$ cat src/rtl/pctr_pkg.sv
package pctr_pkg;
    localparam int DATA_W = 32;
    localparam int CNT_W  = 2 * DATA_W;
    localparam int IDX_W  = 8;
    localparam int ADDR_W = 12;

    localparam logic [ADDR_W-1:0] A_CNT_LO = 12'h250;
    localparam logic [ADDR_W-1:0] A_CNT_HI = 12'h251;
    localparam logic [ADDR_W-1:0] A_BUILD  = 12'h252;
    localparam logic [ADDR_W-1:0] A_CFG    = 12'h254;
    localparam logic [ADDR_W-1:0] A_CTRL   = 12'h255;
    localparam logic [ADDR_W-1:0] A_IDX    = 12'h256;
    localparam logic [ADDR_W-1:0] A_LIM_LO = 12'h25C;
    localparam logic [ADDR_W-1:0] A_LIM_HI = 12'h25D;
    localparam logic [ADDR_W-1:0] A_INTEN  = 12'h25E;
    localparam logic [ADDR_W-1:0] A_ACT    = 12'h25F;

    localparam int CTL_CLR_BIT  = 16;
    localparam int CTL_SNAP_BIT = 17;
    localparam int CFG_SEL_LSB  = 8;
endpackage

$ cat src/rtl/pctr_slot.sv
module pctr_slot
    import pctr_pkg::*;
#(
    parameter int NUM_EVT = 4,
    localparam int SEL_W = (NUM_EVT > 1) ? $clog2(NUM_EVT) : 1
) (
    input  logic              clk,
    input  logic              rst_n,
    input  logic [NUM_EVT-1:0] evt_in,
    input  logic              wr_cnt_lo,
    input  logic              wr_cnt_hi,
    input  logic              wr_lim_lo,
    input  logic              wr_lim_hi,
    input  logic              wr_cfg,
    input  logic [DATA_W-1:0] wdata,
    input  logic              clr_all,
    input  logic              snap,
    input  logic              int_en,
    input  logic              ack,
    output logic [CNT_W-1:0]  shadow,
    output logic [CNT_W-1:0]  limit,
    output logic [DATA_W-1:0] cfg,
    output logic              flag
);
    logic [CNT_W-1:0] count_q;
    logic [CNT_W-1:0] count_nx;
    logic             run_q;
    logic [SEL_W-1:0] sel_q;
    logic             evt_hit;
    logic             bump;
    logic             hit;

    always_comb begin
        evt_hit = 1'b0;
        for (int e = 0; e < NUM_EVT; e++)
            if (sel_q == SEL_W'(e)) evt_hit = evt_in[e];
    end

    assign bump     = run_q && evt_hit && !clr_all && !wr_cnt_lo && !wr_cnt_hi;
    assign count_nx = count_q + CNT_W'(1);
    assign hit      = bump && (count_nx == limit);
    assign cfg      = DATA_W'(run_q) | (DATA_W'(sel_q) << CFG_SEL_LSB);

    always_ff @(posedge clk) begin
        if (!rst_n) begin
            count_q <= '0;
        end else if (clr_all) begin
            count_q <= '0;
        end else if (wr_cnt_lo || wr_cnt_hi) begin
            if (wr_cnt_lo) count_q[DATA_W-1:0]     <= wdata;
            if (wr_cnt_hi) count_q[CNT_W-1:DATA_W] <= wdata;
        end else if (bump) begin
            count_q <= count_nx;
        end
    end

    always_ff @(posedge clk) begin
        if (!rst_n) begin
            shadow <= '0;
        end else if (snap) begin
            shadow <= count_q;
        end
    end

    always_ff @(posedge clk) begin
        if (!rst_n) begin
            limit <= '0;
            run_q <= 1'b0;
            sel_q <= '0;
        end else begin
            if (wr_lim_lo) limit[DATA_W-1:0]     <= wdata;
            if (wr_lim_hi) limit[CNT_W-1:DATA_W] <= wdata;
            if (wr_cfg) begin
                run_q <= wdata[0];
                sel_q <= wdata[CFG_SEL_LSB +: SEL_W];
            end
        end
    end

    always_ff @(posedge clk) begin
        if (!rst_n) begin
            flag <= 1'b0;
        end else if (hit && int_en) begin
            flag <= 1'b1;
        end else if (ack) begin
            flag <= 1'b0;
        end
    end
endmodule

$ cat src/rtl/pctr_rdmux.sv
module pctr_rdmux
    import pctr_pkg::*;
#(
    parameter int NUM_CTR = 4,
    parameter logic [7:0] VERSION = 8'h01
) (
    input  logic [ADDR_W-1:0]             addr,
    input  logic [IDX_W-1:0]              idx,
    input  logic [NUM_CTR-1:0][CNT_W-1:0] shadow,
    input  logic [NUM_CTR-1:0][CNT_W-1:0] limit,
    input  logic [NUM_CTR-1:0][DATA_W-1:0] cfg,
    input  logic [NUM_CTR-1:0]            inten,
    input  logic [NUM_CTR-1:0]            active,
    output logic [DATA_W-1:0]             rdata
);
    logic [CNT_W-1:0]  sh_sel;
    logic [CNT_W-1:0]  lim_sel;
    logic [DATA_W-1:0] cfg_sel;
    logic [DATA_W-1:0] build_w;

    assign build_w = {8'(CNT_W), 8'(NUM_CTR), 5'd0, 1'b1, 2'd0, VERSION};

    always_comb begin
        sh_sel  = '0;
        lim_sel = '0;
        cfg_sel = '0;
        for (int i = 0; i < NUM_CTR; i++) begin
            if (idx == IDX_W'(i)) begin
                sh_sel  = shadow[i];
                lim_sel = limit[i];
                cfg_sel = cfg[i];
            end
        end
    end

    always_comb begin
        unique case (addr)
            A_CNT_LO: rdata = sh_sel[DATA_W-1:0];
            A_CNT_HI: rdata = sh_sel[CNT_W-1:DATA_W];
            A_BUILD:  rdata = build_w;
            A_CFG:    rdata = cfg_sel;
            A_IDX:    rdata = DATA_W'(idx);
            A_LIM_LO: rdata = lim_sel[DATA_W-1:0];
            A_LIM_HI: rdata = lim_sel[CNT_W-1:DATA_W];
            A_INTEN:  rdata = DATA_W'(inten);
            A_ACT:    rdata = DATA_W'(active);
            default:  rdata = '0;
        endcase
    end
endmodule

$ cat src/rtl/pctr_bank.sv
module pctr_bank
    import pctr_pkg::*;
#(
    parameter int NUM_CTR = 4,
    parameter int NUM_EVT = 4,
    parameter logic [7:0] VERSION = 8'h01
) (
    input  logic               clk,
    input  logic               rst_n,
    input  logic               aux_we,
    input  logic [ADDR_W-1:0]  aux_addr,
    input  logic [DATA_W-1:0]  aux_wdata,
    output logic [DATA_W-1:0]  aux_rdata,
    input  logic [NUM_EVT-1:0] evt_in,
    output logic               irq_o
);
    logic [IDX_W-1:0]               idx_q;
    logic [NUM_CTR-1:0]             inten_q;
    logic [NUM_CTR-1:0]             flags;
    logic [NUM_CTR-1:0]             ack_vec;
    logic [NUM_CTR-1:0][CNT_W-1:0]  shadow_bus;
    logic [NUM_CTR-1:0][CNT_W-1:0]  limit_bus;
    logic [NUM_CTR-1:0][DATA_W-1:0] cfg_bus;
    logic                           clr_all;
    logic                           snap;
    logic                           ctl_we;
    logic                           act_we;

    assign ctl_we  = aux_we && (aux_addr == A_CTRL);
    assign act_we  = aux_we && (aux_addr == A_ACT);
    assign clr_all = ctl_we && aux_wdata[CTL_CLR_BIT];
    assign snap    = ctl_we && aux_wdata[CTL_SNAP_BIT];
    assign ack_vec = act_we ? aux_wdata[NUM_CTR-1:0] : '0;
    assign irq_o   = |flags;

    always_ff @(posedge clk) begin
        if (!rst_n) begin
            idx_q   <= '0;
            inten_q <= '0;
        end else if (aux_we) begin
            if (aux_addr == A_IDX)   idx_q   <= aux_wdata[IDX_W-1:0];
            if (aux_addr == A_INTEN) inten_q <= aux_wdata[NUM_CTR-1:0];
        end
    end

    for (genvar g = 0; g < NUM_CTR; g++) begin : g_slot
        logic here;
        assign here = aux_we && (idx_q == IDX_W'(g));

        pctr_slot #(.NUM_EVT(NUM_EVT)) u_slot (
            .clk       (clk),
            .rst_n     (rst_n),
            .evt_in    (evt_in),
            .wr_cnt_lo (here && aux_addr == A_CNT_LO),
            .wr_cnt_hi (here && aux_addr == A_CNT_HI),
            .wr_lim_lo (here && aux_addr == A_LIM_LO),
            .wr_lim_hi (here && aux_addr == A_LIM_HI),
            .wr_cfg    (here && aux_addr == A_CFG),
            .wdata     (aux_wdata),
            .clr_all   (clr_all),
            .snap      (snap),
            .int_en    (inten_q[g]),
            .ack       (ack_vec[g]),
            .shadow    (shadow_bus[g]),
            .limit     (limit_bus[g]),
            .cfg       (cfg_bus[g]),
            .flag      (flags[g])
        );
    end

    pctr_rdmux #(.NUM_CTR(NUM_CTR), .VERSION(VERSION)) u_rdmux (
        .addr   (aux_addr),
        .idx    (idx_q),
        .shadow (shadow_bus),
        .limit  (limit_bus),
        .cfg    (cfg_bus),
        .inten  (inten_q),
        .active (flags),
        .rdata  (aux_rdata)
    );
endmodule

$ cat config.mk
export PLATFORM = sky130hd
export DESIGN_NAME = pctr_bank
export DESIGN_NICKNAME = d
export VERILOG_FILES = /design/src/rtl/pctr_pkg.sv /design/src/rtl/pctr_slot.sv /design/src/rtl/pctr_rdmux.sv /design/src/rtl/pctr_bank.sv
export SDC_FILE = /design/constraint.sdc
export NUM_CORES = 2
export LEC_CHECK = 0
export CORE_MARGIN = 5
export CORE_UTILIZATION = 38
export DETAILED_ROUTE_END_ITERATION = 8
export PLACE_DENSITY = 0.54
export REMOVE_ABC_BUFFERS = 1
export SYNTH_ARGS = -nofsm -noshare
export SYNTH_HDL_FRONTEND = slang
export SYNTH_SLANG_ARGS = --single-unit
$ cat constraint.sdc
create_clock -name clk -period 5.7 [get_ports clk]
set_input_delay 0.855 -clock clk [delete_from_list [all_inputs] [get_ports clk]]
set_output_delay 0.855 -clock clk [all_outputs]
set_load 0.05 [all_outputs]
Word level (Yosys, flattened, before mapping)
Cells that the tools add are included.

Output and inout port bits: 33. Register bits after elaboration: 796. Logic and storage cells: 224. Input bits: 51.

Reductions and logical operators: 90. Bitwise logic cells: 5. Eq/ne operators: 37. Multiplexer cells: 54. Add/subtract/negate cells: 4.

Operators with widths (count): $mux W64 (16); $pmux W32 S9 (1); $add A64 B1 Y64 const B (4); $eq A64 B64 Y1 (4); $mux W32 (8); $eq A12 B10 Y1 const B (10); $logic_and A1 B1 Y1 (52); $mux W10 (4); $or A1 B10 Y10 (4); $mux W1 (24); $reduce_and A2 Y1 (10); $eq A2 B2 Y1 const B (8); $eq A8 B2 Y1 const B (2); $ne A2 B1 Y1 const B (8); $reduce_bool A2 Y1 (8); $logic_not A1 Y1 (9); $eq A2 B1 Y1 const B (4); $eq A8 B1 Y1 const B (1); $logic_not A2 Y1 (4); $logic_not A8 Y1 (1); $logic_or A1 B1 Y1 (4); $mux W4 (1); $reduce_or A4 Y1 (1); $reduce_or A2 Y1 (1); $not A1 Y1 (1).

Depth between registers and ports, before layout
Depth in word-level cells: 12. Gate-level depth with buffers: 13. Mapped depth without buffers: 10.

Modules after synthesis
Synthesis repeated with hierarchy kept, for this count alone.

Cell total of the unflattened synthesis: 6277. Area total of the unflattened synthesis: 51435.6 um2.

Modules (own cells, without submodules): pctr_slot at g_slot[1].u_slot ... (times used 3, cells each 1339, sequential area each 3923.8 um2, area an instance 11269.6 um2); pctr_slot at g_slot[0].u_slot (times used 1, cells each 1346, sequential area each 3923.8 um2, area an instance 11277.1 um2); pctr_rdmux (times used 1, cells each 814, sequential area each 0.0 um2, area an instance 5571.6 um2); pctr_bank (times used 1, cells each 100, sequential area each 240.2 um2, area an instance 778.2 um2).

Worst setup path before layout
OpenSTA, ideal clock, no wires.

Path type: in2out. Start: in aux_addr[8]. End: out aux_rdata[24]. Arrival time: 4.356 ns. Data required time: 4.845 ns. Path slack: 0.489 ns. Buffers on the path: 3. Stages on the path: 8. Path through: nor4b_1 -> nand3b_1 -> nor4_2 -> clkbuf_1 -> buf_2 -> buf_1 -> a22oi_1 -> a221oi_1.

Longest elaborated chain between the ends: 2. Elaborated cells between the ends (all ways): 10. Those cells by class: 9 x eq/ne; 1 x mux.

Ends and longest elaborated chain: start: declaration (line pctr_bank.sv:11) `input logic [ADDR_W-1:0] aux_addr,`; $eq A12 B10 Y1 (line pctr_rdmux.sv:37) `unique case (addr)`; $pmux W32 S9 (*) (line pctr_rdmux.sv:37); end: declaration (line pctr_bank.sv:13) `output logic [DATA_W-1:0] aux_rdata,`.

Mark *: on every way between the ends. The rest lies on a longest branch, timed or not.

Worst setup path after layout
Start: reg idx_q[3]. End: out aux_rdata[13].

Longest elaborated chain between the ends: 6. Elaborated cells between the ends (all ways): 13. Those cells by class: 3 x eq/ne; 9 x mux; 1 x reduce/logical.

Ends and longest elaborated chain: start: declaration (line pctr_bank.sv:17) `logic [IDX_W-1:0] idx_q;`; start signal: assignment (line pctr_bank.sv:41) `if (aux_addr == A_IDX) idx_q <= aux_wdata[IDX_W-1:0];`; $logic_not A8 Y1 (line pctr_rdmux.sv:28) `if (idx == IDX_W'(i)) begin`; $mux W64 (4 in series) (line pctr_rdmux.sv:28); $pmux W32 S9 (*) (line pctr_rdmux.sv:37).

Marked as above.

==> results_dict.tcl <==
set metrics [dict create \
    dr.pass1.iters 6 \
    drt-initial-drc-count 7747 \
    clk_pin_slew_ns 0.06 \
    dieArea_mm2 0.1318 \
    total_power_mw 12.51 \
    fillerInstances 12768 \
    vias 50341 \
    worstMarginPinSlew_ns 1.266 \
    io_buffers 83 \
    synth_edf_count 0 \
    grt_pass1_vias 45186 \
    place_area_mm2 0.05030 \
    fin_crit_sh 0.9567 \
    clk_path_buf_depth 3 \
    setup_viol 0 \
    ys_types 91 \
    synthFlopType "dfxtp_1" \
    vias_per_cell 6.219 \
    rows 129 \
    cts_max_level 3 \
    clock_sinks 796 \
    initial_core_util 0.3827 \
    critPathArrivalTime_ns 4.60 \
    synth_cells 6553 \
    crit_fanout 61 \
    slowest_delay_ns 0.87 \
    stdcell_count 8095 \
    fp.dieW_um 363.1 \
    cts_buffers 95 \
    grt_pass1_wl_mm 344.9 \
    die_h_um 363.1 \
    holdBufCountCts 0 \
    drive_gt1_frac 0.07921 \
    ctsRootBufferMaster "clkbuf_16" \
    ir_worst_vdd_mv 0.2101 \
    hold_viol 0 \
    gp_congestion 1.037 \
    ctsResizeCount 0 \
    crit_buf_inv 4 \
    antenna_left 0 \
    grt_overflow 0 \
    seq_area_mm2 0.01594 \
    io_pins 84 \
    clock_latency_ns 0.73 \
    place_inst 7912 \
    core_mm2 0.1238 \
    cap_violations 0 \
    dp_hpwl_mm 174.8 \
    grt_usage 0.3575 \
    syn_avg_cell_area_um2 7.229 \
    grt_max_degree 160 \
    clock.fmax_mhz 183.4 \
    wl_per_cell_um 30.32 \
    layout.nets 6427 \
    slew_headroom 0.1561 \
    status "completed" \
    pwr_density_cell_mw_per_mm2 233.4 \
    final_cell_area_mm2 0.05361 \
    drcViolationCount 0 \
    final_common_cell "nand2_1" \
    critPathLaunchType "register" \
    skew_ns 0.02037 \
    ys_ff_latch 796 \
    grt_setup_unrepaired "false" \
    crit_family "simple AND/OR/NAND/NOR gates" \
    hold_class "register to register" \
    crit_chain "or4_1 > nor4_4 > buf_12 > a22oi_1 > o22ai_1 > a21oi_1 > o21ai_0 > buf_4 > nand2_1 > a221oi_1 > buf_4 > buf_12" \
    tritoncts "done" \
    synth_area_mm2 0.04737 \
    cp_slowest_cell "nor4_4" \
    totalWireLength_mm 245.4 \
    async_flop_share 0 \
    cts_setup_buffers 0 \
    end_kind "output port" \
    antenna_found_initial 13 \
    maxSlewViolCount 0 \
    final_cell_mix "nand2_1, dfxtp_1, a21boi_0, nor2_1, a21oi_1" \
    area_growth_pct 13.16 \
    leakage_nw 16.59 \
    yosysSeqAreaShare 0.3364 \
    multi_input_area_mm2 0.02915 \
    path_class "register to output port" \
    ys_warn_count 0 \
    fin_crit_ns 5.453 \
    required_ns 4.85 \
]
==> worst paths after layout <==
| kind | startpoint | end | slack (ns) | cells after the start |
|---|---|---|---|---|
| worst max-delay path | idx_q[3]$_SDFFE_PN0P_ | aux_rdata[13] | 0.25 | 12 |
| worst min-delay path | g_slot[0].u_slot.shadow[47]$_SDFFE_PN0P_ | g_slot[0].u_slot.shadow[47]$_SDFFE_PN0P_ | 0.46 | 2 |
| worst max register to register | g_slot[3].u_slot.count_q[27]$_SDFFE_PP0P_ | g_slot[3].u_slot.flag$_SDFFE_PN0P_ | 1.04 | 9 |
| worst min register to register | g_slot[0].u_slot.shadow[47]$_SDFFE_PN0P_ | g_slot[0].u_slot.shadow[47]$_SDFFE_PN0P_ | 0.46 | 2 |
==> registers in the layout (all words and copies together), names as in the netlist <==
signal and flops:
inten_q 4, g_slot.u_slot.run_q 4, g_slot.u_slot.limit 256, g_slot.u_slot.shadow 256, g_slot.u_slot.count_q 256, g_slot.u_slot.flag 4
g_slot.u_slot.sel_q 8, idx_q 8
==> cell usage after synthesis (all sizes together), types with 73 or more instances <==
| library cell | count | area, µm² |
|---|---|---|
| a21boi | 528 | 3964 |
| a21oi | 421 | 2107 |
| a22oi | 155 | 1164 |
| buf | 78 | 449.2 |
| clkbuf | 509 | 1927 |
| dfxtp | 796 | 15940 |
| nand2 | 1572 | 5901 |
| nand3 | 165 | 850.8 |
| nand4 | 118 | 780.7 |
| nor2 | 497 | 1873 |
| nor3 | 134 | 680.7 |
| nor4 | 90 | 615.6 |
| o21ai | 300 | 1501 |
| o31ai | 73 | 553.0 |
| xnor2 | 300 | 2628 |
| xor2 | 130 | 1139 |
==> report_power, final <==
part | total, mW | switching, mW | internal [mW]
sequential | 5.56 | 0.000134 | 5.56
clock | 6.54 | 2.75 | 3.79
combinational | 0.413 | 0.304 | 0.109
total | 12.5 | 3.06 | 9.46
==> worst min-delay path, stage by stage (launching register included) <==
cell and delay [ns]:
dfxtp_1 0.31, nand2_1 0.05, a21boi_0 0.06
==> cells by family (layout without fill, tap and decap cells) <==
family | Yosys count | count (layout) | share of synthesized area
muxes | 55 | 55 | 0.01321
xor gates and xnor gates | 430 | 430 | 0.07950
adders and majority gates | 5 | 5 | 0.001268
AOI/OAI and AO/OA | 1787 | 1787 | 0.2489
DFF | 796 | 796 | 0.3364
and+or+nand+nor | 2858 | 2858 | 0.2676
buffers and inverters | 622 | 520 | 0.05309
other | 0 | 7 | 0
==> final cells by class <==
type / count / share of cell area
clock inverter: 39 / 0.009196
sequential: 796 / 0.2973
inverter: 34 / 0.002381
clock buffer: 137 / 0.05217
antenna: 7 / 0.0003268
tap: 1637 / 0.03821
multi-input combinational: 5135 / 0.5437
timing repair buffer: 310 / 0.05667
==> metrics by stage <==
stage	hold slack [ns]	setup WS, ns	setup TNS (ns)	util
floorplan	0.4373	-5.782	-2252.75	-
global placement	0.4480	0.8439	0	0.4063
detailed placement	0.4552	0.7488	0	0.4063
CTS	0.4632	0.3214	0	0.4329
global route	0.4848	0.1795	0	0.4329
finish	0.4594	0.2466	0	0.4330
==> per-layer routing <==
metal / vias up / global-route usage / routed length [µm]
li1: 22534 / - / -
met1: 24414 / 0.5202 / 107300
met2: 2928 / 0.4942 / 97040
met3: 461 / 0.09082 / 28670
met4: 4 / 0.1574 / 12420
met5: - / 0 / 27
Power figures use the tool's default switching activity.
